$ cat src/rtl/hang_guard_pkg.sv
package hang_guard_pkg;
  typedef enum logic [1:0] {
    RS_IDLE = 2'd0,
    RS_LOW  = 2'd1,
    RS_HIGH = 2'd2
  } rec_state_e;
endpackage

$ cat src/rtl/guard_tick.sv
// Unit-time prescaler; restart realigns the unit grid to the current cycle.
module guard_tick #(
  parameter int unsigned DIV = 10
) (
  input  logic clk,
  input  logic rst_n,
  input  logic restart,
  output logic tick
);
  localparam int unsigned PW = (DIV > 1) ? $clog2(DIV) : 1;
  localparam logic [PW-1:0] LAST = PW'(DIV - 1);

  logic [PW-1:0] pre_q, pre_d;

  always_comb begin
    tick = (pre_q == LAST) && !restart;
    if (restart || (pre_q == LAST)) pre_d = '0;
    else                            pre_d = pre_q + 1'b1;
  end

  always_ff @(posedge clk or negedge rst_n) begin
    if (!rst_n) pre_q <= '0;
    else        pre_q <= pre_d;
  end
endmodule

$ cat src/rtl/guard_idle_timer.sv
// Inactivity counter with two selectable limits, in unit ticks.
module guard_idle_timer #(
  parameter int unsigned LONG_LIMIT  = 25_000_000,
  parameter int unsigned SHORT_LIMIT = 1250
) (
  input  logic clk,
  input  logic rst_n,
  input  logic en,
  input  logic clear,
  input  logic tick,
  input  logic fast,
  output logic timeout
);
  localparam int unsigned CW = $clog2(LONG_LIMIT + 1);
  localparam logic [CW-1:0] LONG_LAST  = CW'(LONG_LIMIT - 1);
  localparam logic [CW-1:0] SHORT_LAST = CW'(SHORT_LIMIT - 1);

  logic [CW-1:0] cnt_q, cnt_d;
  logic          at_end;

  always_comb begin
    at_end  = cnt_q >= (fast ? SHORT_LAST : LONG_LAST);
    timeout = en && !clear && tick && at_end;
    cnt_d   = cnt_q;
    if (clear || !en) cnt_d = '0;
    else if (tick)    cnt_d = at_end ? '0 : cnt_q + 1'b1;
  end

  always_ff @(posedge clk or negedge rst_n) begin
    if (!rst_n) cnt_q <= '0;
    else        cnt_q <= cnt_d;
  end
endmodule

$ cat src/rtl/guard_pulse_seq.sv
// Recovery pulse train: low phase, then released phase, repeated.
module guard_pulse_seq
  import hang_guard_pkg::*;
#(
  parameter int unsigned PULSES  = 9,
  parameter int unsigned WIDTH_W = 8
) (
  input  logic               clk,
  input  logic               rst_n,
  input  logic               start,
  input  logic               abort,
  input  logic               tick,
  input  logic               sda_in,
  input  logic [WIDTH_W-1:0] lo_units,
  input  logic [WIDTH_W-1:0] hi_units,
  output logic               recovering,
  output logic               scl_low
);
  localparam int unsigned NW = $clog2(PULSES + 1);
  localparam logic [NW-1:0] N_LAST = NW'(PULSES - 1);

  rec_state_e         st_q, st_d;
  logic [WIDTH_W-1:0] ph_q, ph_d;
  logic [NW-1:0]      n_q, n_d;
  logic [WIDTH_W:0]   ph_next, width;
  logic               phase_last;

  always_comb begin
    width      = {1'b0, (st_q == RS_LOW) ? lo_units : hi_units};
    ph_next    = {1'b0, ph_q} + (WIDTH_W + 1)'(1);
    phase_last = ph_next >= width;
    st_d = st_q;
    ph_d = ph_q;
    n_d  = n_q;
    case (st_q)
      RS_IDLE: if (start) begin
        st_d = RS_LOW;
        ph_d = '0;
        n_d  = '0;
      end
      RS_LOW: if (tick) begin
        if (phase_last) begin
          st_d = RS_HIGH;
          ph_d = '0;
        end else ph_d = ph_q + 1'b1;
      end
      RS_HIGH: if (tick) begin
        if (phase_last) begin
          n_d  = n_q + 1'b1;
          ph_d = '0;
          st_d = (sda_in || (n_q == N_LAST)) ? RS_IDLE : RS_LOW;
        end else ph_d = ph_q + 1'b1;
      end
      default: st_d = RS_IDLE;
    endcase
    if (abort) begin
      st_d = RS_IDLE;
      ph_d = '0;
      n_d  = '0;
    end
  end

  always_ff @(posedge clk or negedge rst_n) begin
    if (!rst_n) begin
      st_q <= RS_IDLE;
      ph_q <= '0;
      n_q  <= '0;
    end else begin
      st_q <= st_d;
      ph_q <= ph_d;
      n_q  <= n_d;
    end
  end

  assign recovering = (st_q != RS_IDLE);
  assign scl_low    = (st_q == RS_LOW);
endmodule

$ cat src/rtl/i2c_hang_guard.sv
module i2c_hang_guard #(
  parameter int unsigned TICK_DIV    = 10,
  parameter int unsigned LONG_LIMIT  = 25_000_000,
  parameter int unsigned SHORT_LIMIT = 1250,
  parameter int unsigned PULSES      = 9,
  parameter int unsigned WIDTH_W     = 8
) (
  input  logic               clk,
  input  logic               rst_n,
  input  logic               scl_in,
  input  logic               sda_in,
  input  logic               wd_disable,
  input  logic               wd_fast,
  input  logic [WIDTH_W-1:0] scl_lo_units,
  input  logic [WIDTH_W-1:0] scl_hi_units,
  output logic               bus_free,
  output logic               recovering,
  output logic               scl_drive_low
);
  logic prev_scl_q, prev_sda_q;
  logic bus_free_q, bus_free_d;
  logic act, fresh, watch, tick, timeout, rec, scl_low;

  always_comb begin
    act   = (scl_in ^ prev_scl_q) | (sda_in ^ prev_sda_q);
    fresh = act && !rec;
    watch = !wd_disable && !rec;
    bus_free_d = bus_free_q;
    if (wd_disable || fresh)   bus_free_d = 1'b0;
    else if (timeout && sda_in) bus_free_d = 1'b1;
  end

  always_ff @(posedge clk or negedge rst_n) begin
    if (!rst_n) begin
      prev_scl_q <= 1'b1;
      prev_sda_q <= 1'b1;
      bus_free_q <= 1'b0;
    end else begin
      prev_scl_q <= scl_in;
      prev_sda_q <= sda_in;
      bus_free_q <= bus_free_d;
    end
  end

  guard_tick #(.DIV(TICK_DIV)) u_tick (
    .clk     (clk),
    .rst_n   (rst_n),
    .restart (wd_disable | fresh),
    .tick    (tick)
  );

  guard_idle_timer #(.LONG_LIMIT(LONG_LIMIT), .SHORT_LIMIT(SHORT_LIMIT)) u_timer (
    .clk     (clk),
    .rst_n   (rst_n),
    .en      (watch),
    .clear   (fresh),
    .tick    (tick),
    .fast    (wd_fast),
    .timeout (timeout)
  );

  guard_pulse_seq #(.PULSES(PULSES), .WIDTH_W(WIDTH_W)) u_seq (
    .clk        (clk),
    .rst_n      (rst_n),
    .start      (timeout && !sda_in),
    .abort      (wd_disable),
    .tick       (tick),
    .sda_in     (sda_in),
    .lo_units   (scl_lo_units),
    .hi_units   (scl_hi_units),
    .recovering (rec),
    .scl_low    (scl_low)
  );

  assign bus_free      = bus_free_q;
  assign recovering    = rec;
  assign scl_drive_low = scl_low;
endmodule

$ cat config.mk
export PLATFORM = sky130hd
export DESIGN_NAME = i2c_hang_guard
export DESIGN_NICKNAME = d
export VERILOG_FILES = /design/src/rtl/hang_guard_pkg.sv /design/src/rtl/guard_tick.sv /design/src/rtl/guard_idle_timer.sv /design/src/rtl/guard_pulse_seq.sv /design/src/rtl/i2c_hang_guard.sv
export SDC_FILE = /design/constraint.sdc
export NUM_CORES = 1
export LEC_CHECK = 0
export ABC_AREA = 1
export BUFFER_PORTS_ARGS = -buffer_cell sky130_fd_sc_hd__buf_2
export CORE_MARGIN = 3
export CORE_UTILIZATION = 55
export DETAILED_ROUTE_END_ITERATION = 7
export GPL_TIMING_DRIVEN = 0
export PLACE_DENSITY = 0.74
export SLEW_MARGIN = 0
export SYNTH_ARGS = -nofsm -noshare
export SYNTH_HDL_FRONTEND = slang
export SYNTH_SLANG_ARGS = --single-unit
$ cat constraint.sdc
create_clock -name clk -period 3.55 [get_ports clk]
set_clock_uncertainty 0.05 [all_clocks]
set_input_delay 0.355 -clock clk [delete_from_list [all_inputs] [get_ports clk]]
set_output_delay 0.355 -clock clk [all_outputs]
set_load 0.01 [all_outputs]
# Yosys cells after proc, flatten, opt, wreduce, memory -nomap -nowiden
# Index checks and enable logic that the tools add are counted.
[word_totals] ff_bits=46 latch_bits=0 ram_bits=0 mem_bits_ro=0 input_bits=22 out_inout_bits=3 word_cells=83 n_memories=0
[classes] addsub=5 mul=0 div_mod_pow=0 n_lt_le_gt_ge=2 eq_ne=10 shifts=0 mux=26 n_bitwise=4 n_reduce_logical=28
[ops] cell="$mux W25" n=4
[ops] cell="$mux W8" n=5
[ops] cell="$add A25 B1 Y25 const B" n=1
[ops] cell="$ge A25 B25 Y1" n=1
[ops] cell="$mux W4" n=5
[ops] cell="$pmux W8 S2" n=1
[ops] cell="$mux W2" n=6
[ops] cell="$ne A3 B2 Y1 const B" n=4
[ops] cell="$add A8 B1 Y9 const B" n=1
[ops] cell="$ge A9 B8 Y1" n=1
[ops] cell="$add A4 B1 Y4 const B" n=2
[ops] cell="$add A8 B1 Y8 const B" n=1
[ops] cell="$eq A4 B4 Y1 const B" n=2
[ops] cell="$logic_and A1 B1 Y1" n=8
[ops] cell="$pmux W4 S2" n=1
[ops] cell="$logic_not A1 Y1" n=6
[ops] cell="$pmux W2 S3" n=1
[ops] cell="$reduce_bool A2 Y1" n=3
[ops] cell="$reduce_bool A3 Y1" n=2
[ops] cell="$reduce_and A5 Y1" n=1
[ops] cell="$logic_or A1 B1 Y1" n=4
[ops] cell="$reduce_and A4 Y1" n=1
[ops] cell="$mux W1" n=3
[ops] cell="$ne A3 B1 Y1 const B" n=1
[ops] cell="8 further kinds" n=10

# Longest topological paths before layout
# Gate-level depths: netlist (run 1).
[depth] word_depth=12 ltp_mapped=18 ltp_nobuf=18

# Cells and area by module
# From an unflattened synthesis (run 1), not the netlist that was laid out.
[unflattened] cells_unflattened=569 area_unflattened_um2=3813.7
[modules_own_cells] mod="guard_idle_timer" instances=1 cells_each=354 area_per_inst_um2=2182.1 seq_area_each_um2=625.6
[modules_own_cells] mod="guard_pulse_seq" instances=1 cells_each=169 area_per_inst_um2=1257.5 seq_area_each_um2=350.3
[modules_own_cells] mod="guard_tick" instances=1 cells_each=22 area_per_inst_um2=201.4 seq_area_each_um2=100.1
[modules_own_cells] mod="i2c_hang_guard" instances=1 cells_each=24 area_per_inst_um2=172.7 seq_area_each_um2=77.6

# Least setup slack after synthesis (run 1)
# No wires, ideal clock.
[synth_path] path_type="reg2reg" from="reg u_seq.st_q[1]" to="reg u_seq.st_q[0]" setup_time_ns=0.065 arrival_time_ns=2.441 required_time_ns=3.435 setup_slack_ns=0.994 path_stages_with_launch=16 path_buffers=1 synth_period_minus_slack_ns=2.556 cell_sequence="dfrtp_1 inv_1 ha_1 clkbuf_1 mux2i_1 ha_1 a21o_1 nor2_1 nor2_1 nor2_2 nand3_2 nand2_2 nand2_4 nand3_1 nand2_1 nand2_1"
[synth_between] word_cells_on_any_way=25 classes_between="order compare: 1; eq/ne: 7; mux: 3; bitwise: 1; reduce/logical: 13"
[synth_rtl] element="start, declared" line="guard_pulse_seq.sv:22" source="rec_state_e st_q, st_d;"
[synth_rtl] element="start signal, assigned" line="guard_pulse_seq.sv:69" source="st_q <= st_d;"
[synth_rtl] element="$eq A2 B1 Y1 *"
[synth_rtl] element="named net scl_drive_low" line="i2c_hang_guard.sv:18" source="output logic scl_drive_low"
[synth_rtl] element="$mux W8" line="guard_pulse_seq.sv:29" source="width = {1'b0, (st_q == RS_LOW) ? lo_units : hi_units};"
[synth_rtl] element="$ge A9 B8 Y1" line="guard_pulse_seq.sv:31" source="phase_last = ph_next >= width;"
[synth_rtl] element="$ne A3 B2 Y1 (no source line)"
[synth_rtl] element="$reduce_and A5 Y1 (no source line)"
# Mark *: on every way through the listed nets, which the timed path passes. The rest lies on a longest branch.
# A chain may end at the register's enable or synchronous reset.

# Final worst setup path (run 1)
[layout_path] from="reg u_seq.st_q[1]" to="reg u_seq.st_q[0]"
[layout_between] elab_chain_cells=11 word_cells_on_any_way=25 classes_between="order compare: 1; eq/ne: 7; mux: 3; bitwise: 1; reduce/logical: 13"
[layout_rtl] element="branches (longest 11 deep; another with $ge A9 B8 Y1)"
# Several ways; the timed one is not identified.

==> reports/metrics.cfg, run 1 <==
[status]
status=complete, no violations

[floorplan]
die_h_um=88.3
core_area_um2=6460
die_x_um=88.3
core.rowCount=29
pin_count=25
die_area_um2=7800
start_util_pct=57.7

[setup_path]
arrival_ns=3.06
cp_common_cell=nand2_1
path_class=reg -> reg
crit_path_top_delay_cell=clkbuf_1
worstPathRequired_ns=3.71
endpoint_kind=register
max_stage_delay_ns=0.47
worstPathMaxFanout=9
critPathLaunchType=register
crit_path_cell_trace=inv_1 -> ha_1 -> clkbuf_1 -> mux2i_1 -> ha_1 -> nand2_1 -> a21oi_1 -> nor2_1 -> nor2_1 -> nor2_2 -> nand3_2 -> nand2_2 -> nand2_4 -> nand3_1 -> nand2_1 -> nand2_1
path_buf_inv=2
crit_family=simple AND/OR/NAND/NOR gates

[route]
dr_total_vias=3233
drt_pass1_iterations=5
routed_wl_um=7970
drt_iter0_drc=162
drc=0
via_per_inst=5.45
wl_per_cell_um=13.4
ant_nets=0

[grt]
grt_remaining_overflow=0
grt_pass1_vias=2972
grtUsageTotal_pct=22.1
grt_max_degree=47
grt_pass1_wl_um=13600
grt_antenna_before_repair=0

[clock_tree]
numCtsBuffers=5
post_cts_buffers=0
root_buffer=clkbuf_8
cts_tree=yes
cts_max_path_buffers=2
clkTransAtPathRegs_ns=0.10
clk_latency_ns=0.31
postCtsHoldBufs=0
clock-sinks=46
h-tree-depth=2
cts_resized=0

[synthesis]
synth_area_per_cell_um2=7.69
ys_seq_area_share_pct=30.9
synth.net_count=544
synth-seq-cells=46
syn_area_um2=3730
yosysUniqueCellTypes=42
yosys_warnings=0
synth_cells=485

[flow_run]
cap_violations=0

[min_path]
min_path_type=in -> reg

[timing]
finalCritPeriodShare_pct=81.7
layout_setup_ws_ns=0.650
final_max_slew_viol_count=0
setup_viol_count_final=0
max-slew-margin-rel_pct=30.9
tightest_slew_ns=1.04
finalSetupTns_ns=0
grt_setup_unrepaired=no
hold_viol=0
hold-worst-slack_ns=0.0947
period_minus_slack_ns=2.90
fmax_mhz=345

[placed_design]
post-place-ws_ns=0.672
io_buffer_count=23
hpwl_um=6190
gp_congestion=0.921

[final_layout]
final_util_pct=62.5
nets=574
area_growth_pct=8.19
antenna_cells=0
drive_gt1_share_pct=16.1

[pwr]
leakage_nw=1.93
vdd_drop_max_mv=0.238
p_per_area_nw_per_um2=354
total_power_mw=1.43

area by class of cell:
| type | count | area [um^2] |
|---|---|---|
| fillers | 577 | 2420 |
| multi-input cells | 370 | 2300 |
| flip-flops and latches | 46 | 1150 |
| inverters | 62 | 233 |
| repair buffers | 23 | 115 |
| well taps | 77 | 96.3 |
| clock buffers | 5 | 68.8 |
| plain buffers | 7 | 40.0 |
| clock inverters | 3 | 25.0 |
path summary, 6_finish.rpt:
path | from | endpoint | slack, ns | depth (start not counted)
hold reg to reg | u_tick.pre_q[0] | u_tick.pre_q[0] | 0.45 | 1
max in group asynchronous | rst_n | u_seq.ph_q[0] | 2.63 | 1
setup / recovery | u_seq.st_q[1] | u_seq.st_q[0] | 0.65 | 16
min in group asynchronous | rst_n | u_seq.n_q[1] | 0.15 | 1
hold / removal | scl_in | prev_scl_q | 0.09 | 1
setup reg to reg | u_seq.st_q[1] | u_seq.st_q[0] | 0.65 | 16
flip-flops by register name, indices dropped and copies added (netlist names):
name / flops
u_seq.st_q: 2
prev_scl_q: 1
bus_free: 1
u_timer.cnt_q: 25
u_seq.n_q: 4
prev_sda_q: 1
u_tick.pre_q: 4
u_seq.ph_q: 8
cell usage in the layout, fill, tap and decap left out, types with 4 or more instances in the layout:
cell type | synthesis | final
clkbuf_8 | 0 | 5
nand4_1 | 13 | 13
o21ai_0 | 15 | 15
nand3b_1 | 8 | 8
ha_1 | 37 | 37
o21ai_2 | 9 | 9
xnor2_1 | 6 | 6
nor2_1 | 33 | 33
nand2_2 | 5 | 5
nand2_1 | 116 | 116
a21oi_1 | 10 | 10
nor3_1 | 10 | 10
inv_2 | 5 | 5
buf_2 | 2 | 25
nand3_1 | 30 | 30
mux2i_1 | 7 | 7
nand3_2 | 5 | 5
dfrtp_1 | 44 | 44
inv_1 | 56 | 56
o21ai_1 | 7 | 7
o22ai_1 | 7 | 7
nor2_2 | 8 | 8
xor2_1 | 18 | 18
nor2_4 | 4 | 4
worst reg2reg max path: stages (launching register included):
cell	delay (ns)
dfrtp_1	0.44
inv_1	0.13
ha_1	0.17
clkbuf_1	0.47
mux2i_1	0.16
ha_1	0.34
nand2_1	0.08
a21oi_1	0.15
nor2_1	0.05
nor2_1	0.12
nor2_2	0.05
nand3_2	0.13
nand2_2	0.11
nand2_4	0.12
nand3_1	0.11
nand2_1	0.07
nand2_1	0.06
Yosys cell counts, drive strengths merged:
cell type  number  area share (%)
a21o            3            0.60
a21oi          11             1.6
a22o            1            0.23
a31oi           2            0.34
buf             4            0.77
clkbuf          3            0.30
clkinv          1            0.10
dfrtp          44              30
dfstp           2             1.4
ha             37              12
inv            61             6.1
mux2i           7             1.9
nand2         124              13
nand3          36             5.8
nand3b          8             1.6
nand4          14             2.5
nor2           45             5.9
nor3           13             2.3
nor3b           1            0.20
nor4            3            0.50
o21ai          31             5.1
o21bai          1            0.20
o22ai           7             1.2
or2             2            0.34
xnor2           6             1.4
xor2           18             4.2
cells by family (layout without fill, tap and decap cells):
family / Yosys count / count (layout) / synth area share, %
and+or+nand+nor: 246 / 246 / 32.6
AOI/OAI and AO/OA: 56 / 56 / 9.19
xor gates and xnor gates: 24 / 24 / 5.64
DFF: 46 / 46 / 30.9
buffers and inverters: 69 / 100 / 7.32
adders and majority gates: 37 / 37 / 12.4
muxes: 7 / 7 / 1.88
report_power, final:
group	internal [mW]	switching (mW)	total, mW	leakage, nW
sequential	0.551	0.0317	0.583	0.632
combinational	0.182	0.329	0.511	1.25
clock	0.142	0.194	0.336	0.0447
metal layers:
layer,vias to the layer above,GRT usage [%],wire [um]
li1,1657,-,-
met1,1500,32.5,3950
met2,64,33.7,3610
met3,12,2.79,293
met4,0,7.14,119
met5,-,0,0
per-stage QoR:
| stage | std cells | area [um^2] |
|---|---|---|
| global placement | 585 | 3940 |
| floorplan | 485 | 3730 |
| detailed placement | 585 | 3940 |
| finish | 593 | 4030 |
| CTS | 593 | 4030 |
| global route | 593 | 4030 |
Note: power is estimated with default switching activity, not from simulation.
==> run 2, diff against run 1 <==
Clock period 3.55 ns to 2.7 ns, I/O delays scaled along.
==> run 2 against run 1 <==
Combinational power up 78%; critical path depth down 1; non-clock buffer count rose by 12; worst setup slack got worse by 0.52 ns; flip-flop and latch count unchanged; routed wire length grew 5.5%; clock power is 31% higher; largest cell class unchanged; global-route usage barely moved; critical path type unchanged.
==> reports/metrics.cfg, run 2 (synthesis results as in run 1) <==
[status]
status=complete, no violations

[final_layout]
largest_reg_flops=25  ; unchanged
largest_register=u_timer.cnt_q
antenna_cells=0  ; unchanged
reg_top3=u_timer.cnt_q: 25 flops, u_seq.ph_q: 8 flops
register_area_um2=1150  ; unchanged
nets=586  ; +2.1%
final_cell_mix=nand2_1, inv_1, dfrtp_1, ha_1, nor2_1
layout_commonest_cell=nand2_1
drive_gt1_share_pct=21.6  ; +5.5 points
design_area_um2=4280  ; +6.2%
area_growth_pct=14.9
multiInputGateArea_um2=2440  ; +6.0%
fillers=532  ; -7.8%
fin_cells=605  ; +2.0%

[route]
via_per_inst=5.50  ; +0.90%
drt_iter0_drc=151  ; -6.8%
dr_total_vias=3328  ; +2.9%
ant_nets=0  ; unchanged
wl_per_cell_um=13.9  ; +3.5%
routed_wl_um=8410  ; +5.5%
drt_pass1_iterations=4  ; -1
drc=0  ; unchanged

[setup_path]
worstPathMaxFanout=8  ; -1
critPathLaunchType=register
worstPathRequired_ns=2.86  ; -0.85 ns
max_stage_delay_ns=0.40  ; -0.07 ns
reg2reg_setup_slack_ns=0.13  ; -0.52 ns
crit_path_top_delay_cell=dfrtp_1
path_buf_inv=1  ; -1
crit_family=simple AND/OR/NAND/NOR gates
crit_cells=15  ; -1
arrival_ns=2.73  ; -0.33 ns
crit_path_cell_trace=ha_2 -> nand2_2 -> nor2_4 -> xnor2_1 -> inv_1 -> ha_4 -> a21o_1 -> nor2_1 -> nor2_2 -> nor2_2 -> nand3_4 -> nand2_4 -> nand2_8 -> nand4_1 -> nand2_1
crit_start=u_seq.ph_q[1]
r2r_start=u_seq.ph_q[1]
r2r-end=u_seq.st_q[0]
endpoint_kind=register
r2r_cells=15  ; -1
path_class=reg -> reg
cp-endpoint=u_seq.st_q[0]
cp_common_cell=nor2_2

[placed_design]
io_buffer_count=23  ; unchanged
hpwl_um=6190  ; unchanged
gp_congestion=0.921  ; unchanged
dpl.cell_count=585  ; unchanged
dpl-instance-area_um2=3940  ; unchanged

[grt]
use_met3_pct=2.79  ; unchanged
busiest_layer=met2
grt_pass1_vias=2968  ; -0.13%
grt_max_degree=47  ; unchanged
grt_pass1_wl_um=13600  ; -0.10%
globalRouteMet1Util_pct=32.4  ; -0.058 points
grt.met2_usage_pct=33.6  ; -0.068 points
grt_antenna_before_repair=0  ; unchanged
grtUsageTotal_pct=22.0  ; -0.039 points
grt_remaining_overflow=0  ; unchanged

[clock_tree]
numCtsBuffers=5  ; unchanged
cts_max_path_buffers=2  ; unchanged
clk_latency_ns=0.31  ; about the same
clock-sinks=46  ; unchanged
h-tree-depth=2  ; unchanged
cts_tree=yes
clkTransAtPathRegs_ns=0.10  ; about the same
root_buffer=clkbuf_8

[timing]
setup_viol_count_final=0  ; unchanged
grt_setup_unrepaired=yes
tightest_slew_ns=1.04  ; +0.00726 ns
period_minus_slack_ns=2.57  ; -0.328 ns
fmax_mhz=389  ; +13%
final_max_slew_viol_count=0  ; unchanged
max-slew-margin-rel_pct=30.4  ; -0.48 points
hold-worst-slack_ns=0.0437  ; -0.0510 ns
hold_viol=0  ; unchanged
finalCritPeriodShare_pct=95.3  ; +14 points

[floorplan]
die_h_um=88.3  ; unchanged
die_x_um=88.3  ; unchanged
start_util_pct=57.7  ; unchanged
core.rowCount=29  ; unchanged
die_area_um2=7800  ; unchanged
core_area_um2=6460  ; unchanged
pin_count=25  ; unchanged

[min_path]
min_path_type=in -> reg
hold_start=sda_in

[pwr]
leakage_nw=2.03  ; +4.9%
p_per_area_nw_per_um2=494  ; +39%
total_power_mw=2.12  ; +48%
vdd_drop_max_mv=0.360  ; +51%

[flow_run]
cap_violations=0  ; unchanged

## run 2: how the worst min path moves through the flow
stage / cells past startpoint / end / slack, ns
4_1_cts: 1 / prev_scl_q / 0.005
6_report: 1 / prev_sda_q / 0.04
2_1_floorplan: 0 / bus_free / -0.08
5_1_grt: 1 / prev_sda_q / 0.02
3_3_place_gp: 1 / prev_scl_q / 0.34
3_5_place_dp: 1 / prev_scl_q / 0.34
## run 2: through the flow
| step | worst slack [ns] | setup TNS (ns) | utilization [%] |
|---|---|---|---|
| after floorplan | 0.144 | 0 | - |
| after global placement | -0.105 | -0.618 | 61.0 |
| after detailed placement | -0.178 | -1.49 | 61.0 |
| after CTS | 0.0000682 | 0 | 62.6 |
| after global routing | -0.0626 | -0.268 | 66.3 |
| final | 0.127 | 0 | 66.3 |
## run 2: layout make-up
| class | count | area share [%] |
|---|---|---|
| clock buffer | 5 | 1.61 |
| inverter | 62 | 5.43 |
| sequential | 46 | 26.9 |
| clock inverter | 3 | 0.584 |
| multi-input combinational | 370 | 57.0 |
| tap | 77 | 2.25 |
| timing repair buffer | 35 | 5.14 |
| buffer | 7 | 1.11 |
## run 2: worst register-to-register path, delay by kind of cell, from the launching register on
family / cells / cell delay [ns]
XOR/XNOR: 1 / 0.14
buffers and inverters: 1 / 0.10
adder cells (fa/ha/maj): 2 / 0.47
AND/OR/NAND/NOR: 10 / 1.13
AO/OA/AOI/OAI: 1 / 0.18
flip-flops: 1 / 0.40
## run 2: power by group
group | total [mW] | switching [mW] | internal [mW]
combinational | 0.909 | 0.514 | 0.395
sequential | 0.768 | 0.0433 | 0.725
clock | 0.441 | 0.254 | 0.187
total | 2.12 | 0.811 | 1.31
## run 2: routing by layer
| layer | vias up | share of wire, % |
|---|---|---|
| met3 | 16 | 3.6 |
| met4 | 0 | 1.5 |
| met1 | 1563 | 49 |
| met2 | 65 | 46 |
| li1 | 1684 | - |
| met5 | - | 0 |
## run 2: repair_timing
action                                  in CTS  in global routing
cloned                                       0                  0
endpoints found under the hold margin        0                  1
pin swaps                                    0                 13
buffers inserted                             0                 11
endpoints found under the setup margin      14                 14
hold buffers                                 0                  1
resized for setup                            2                 33
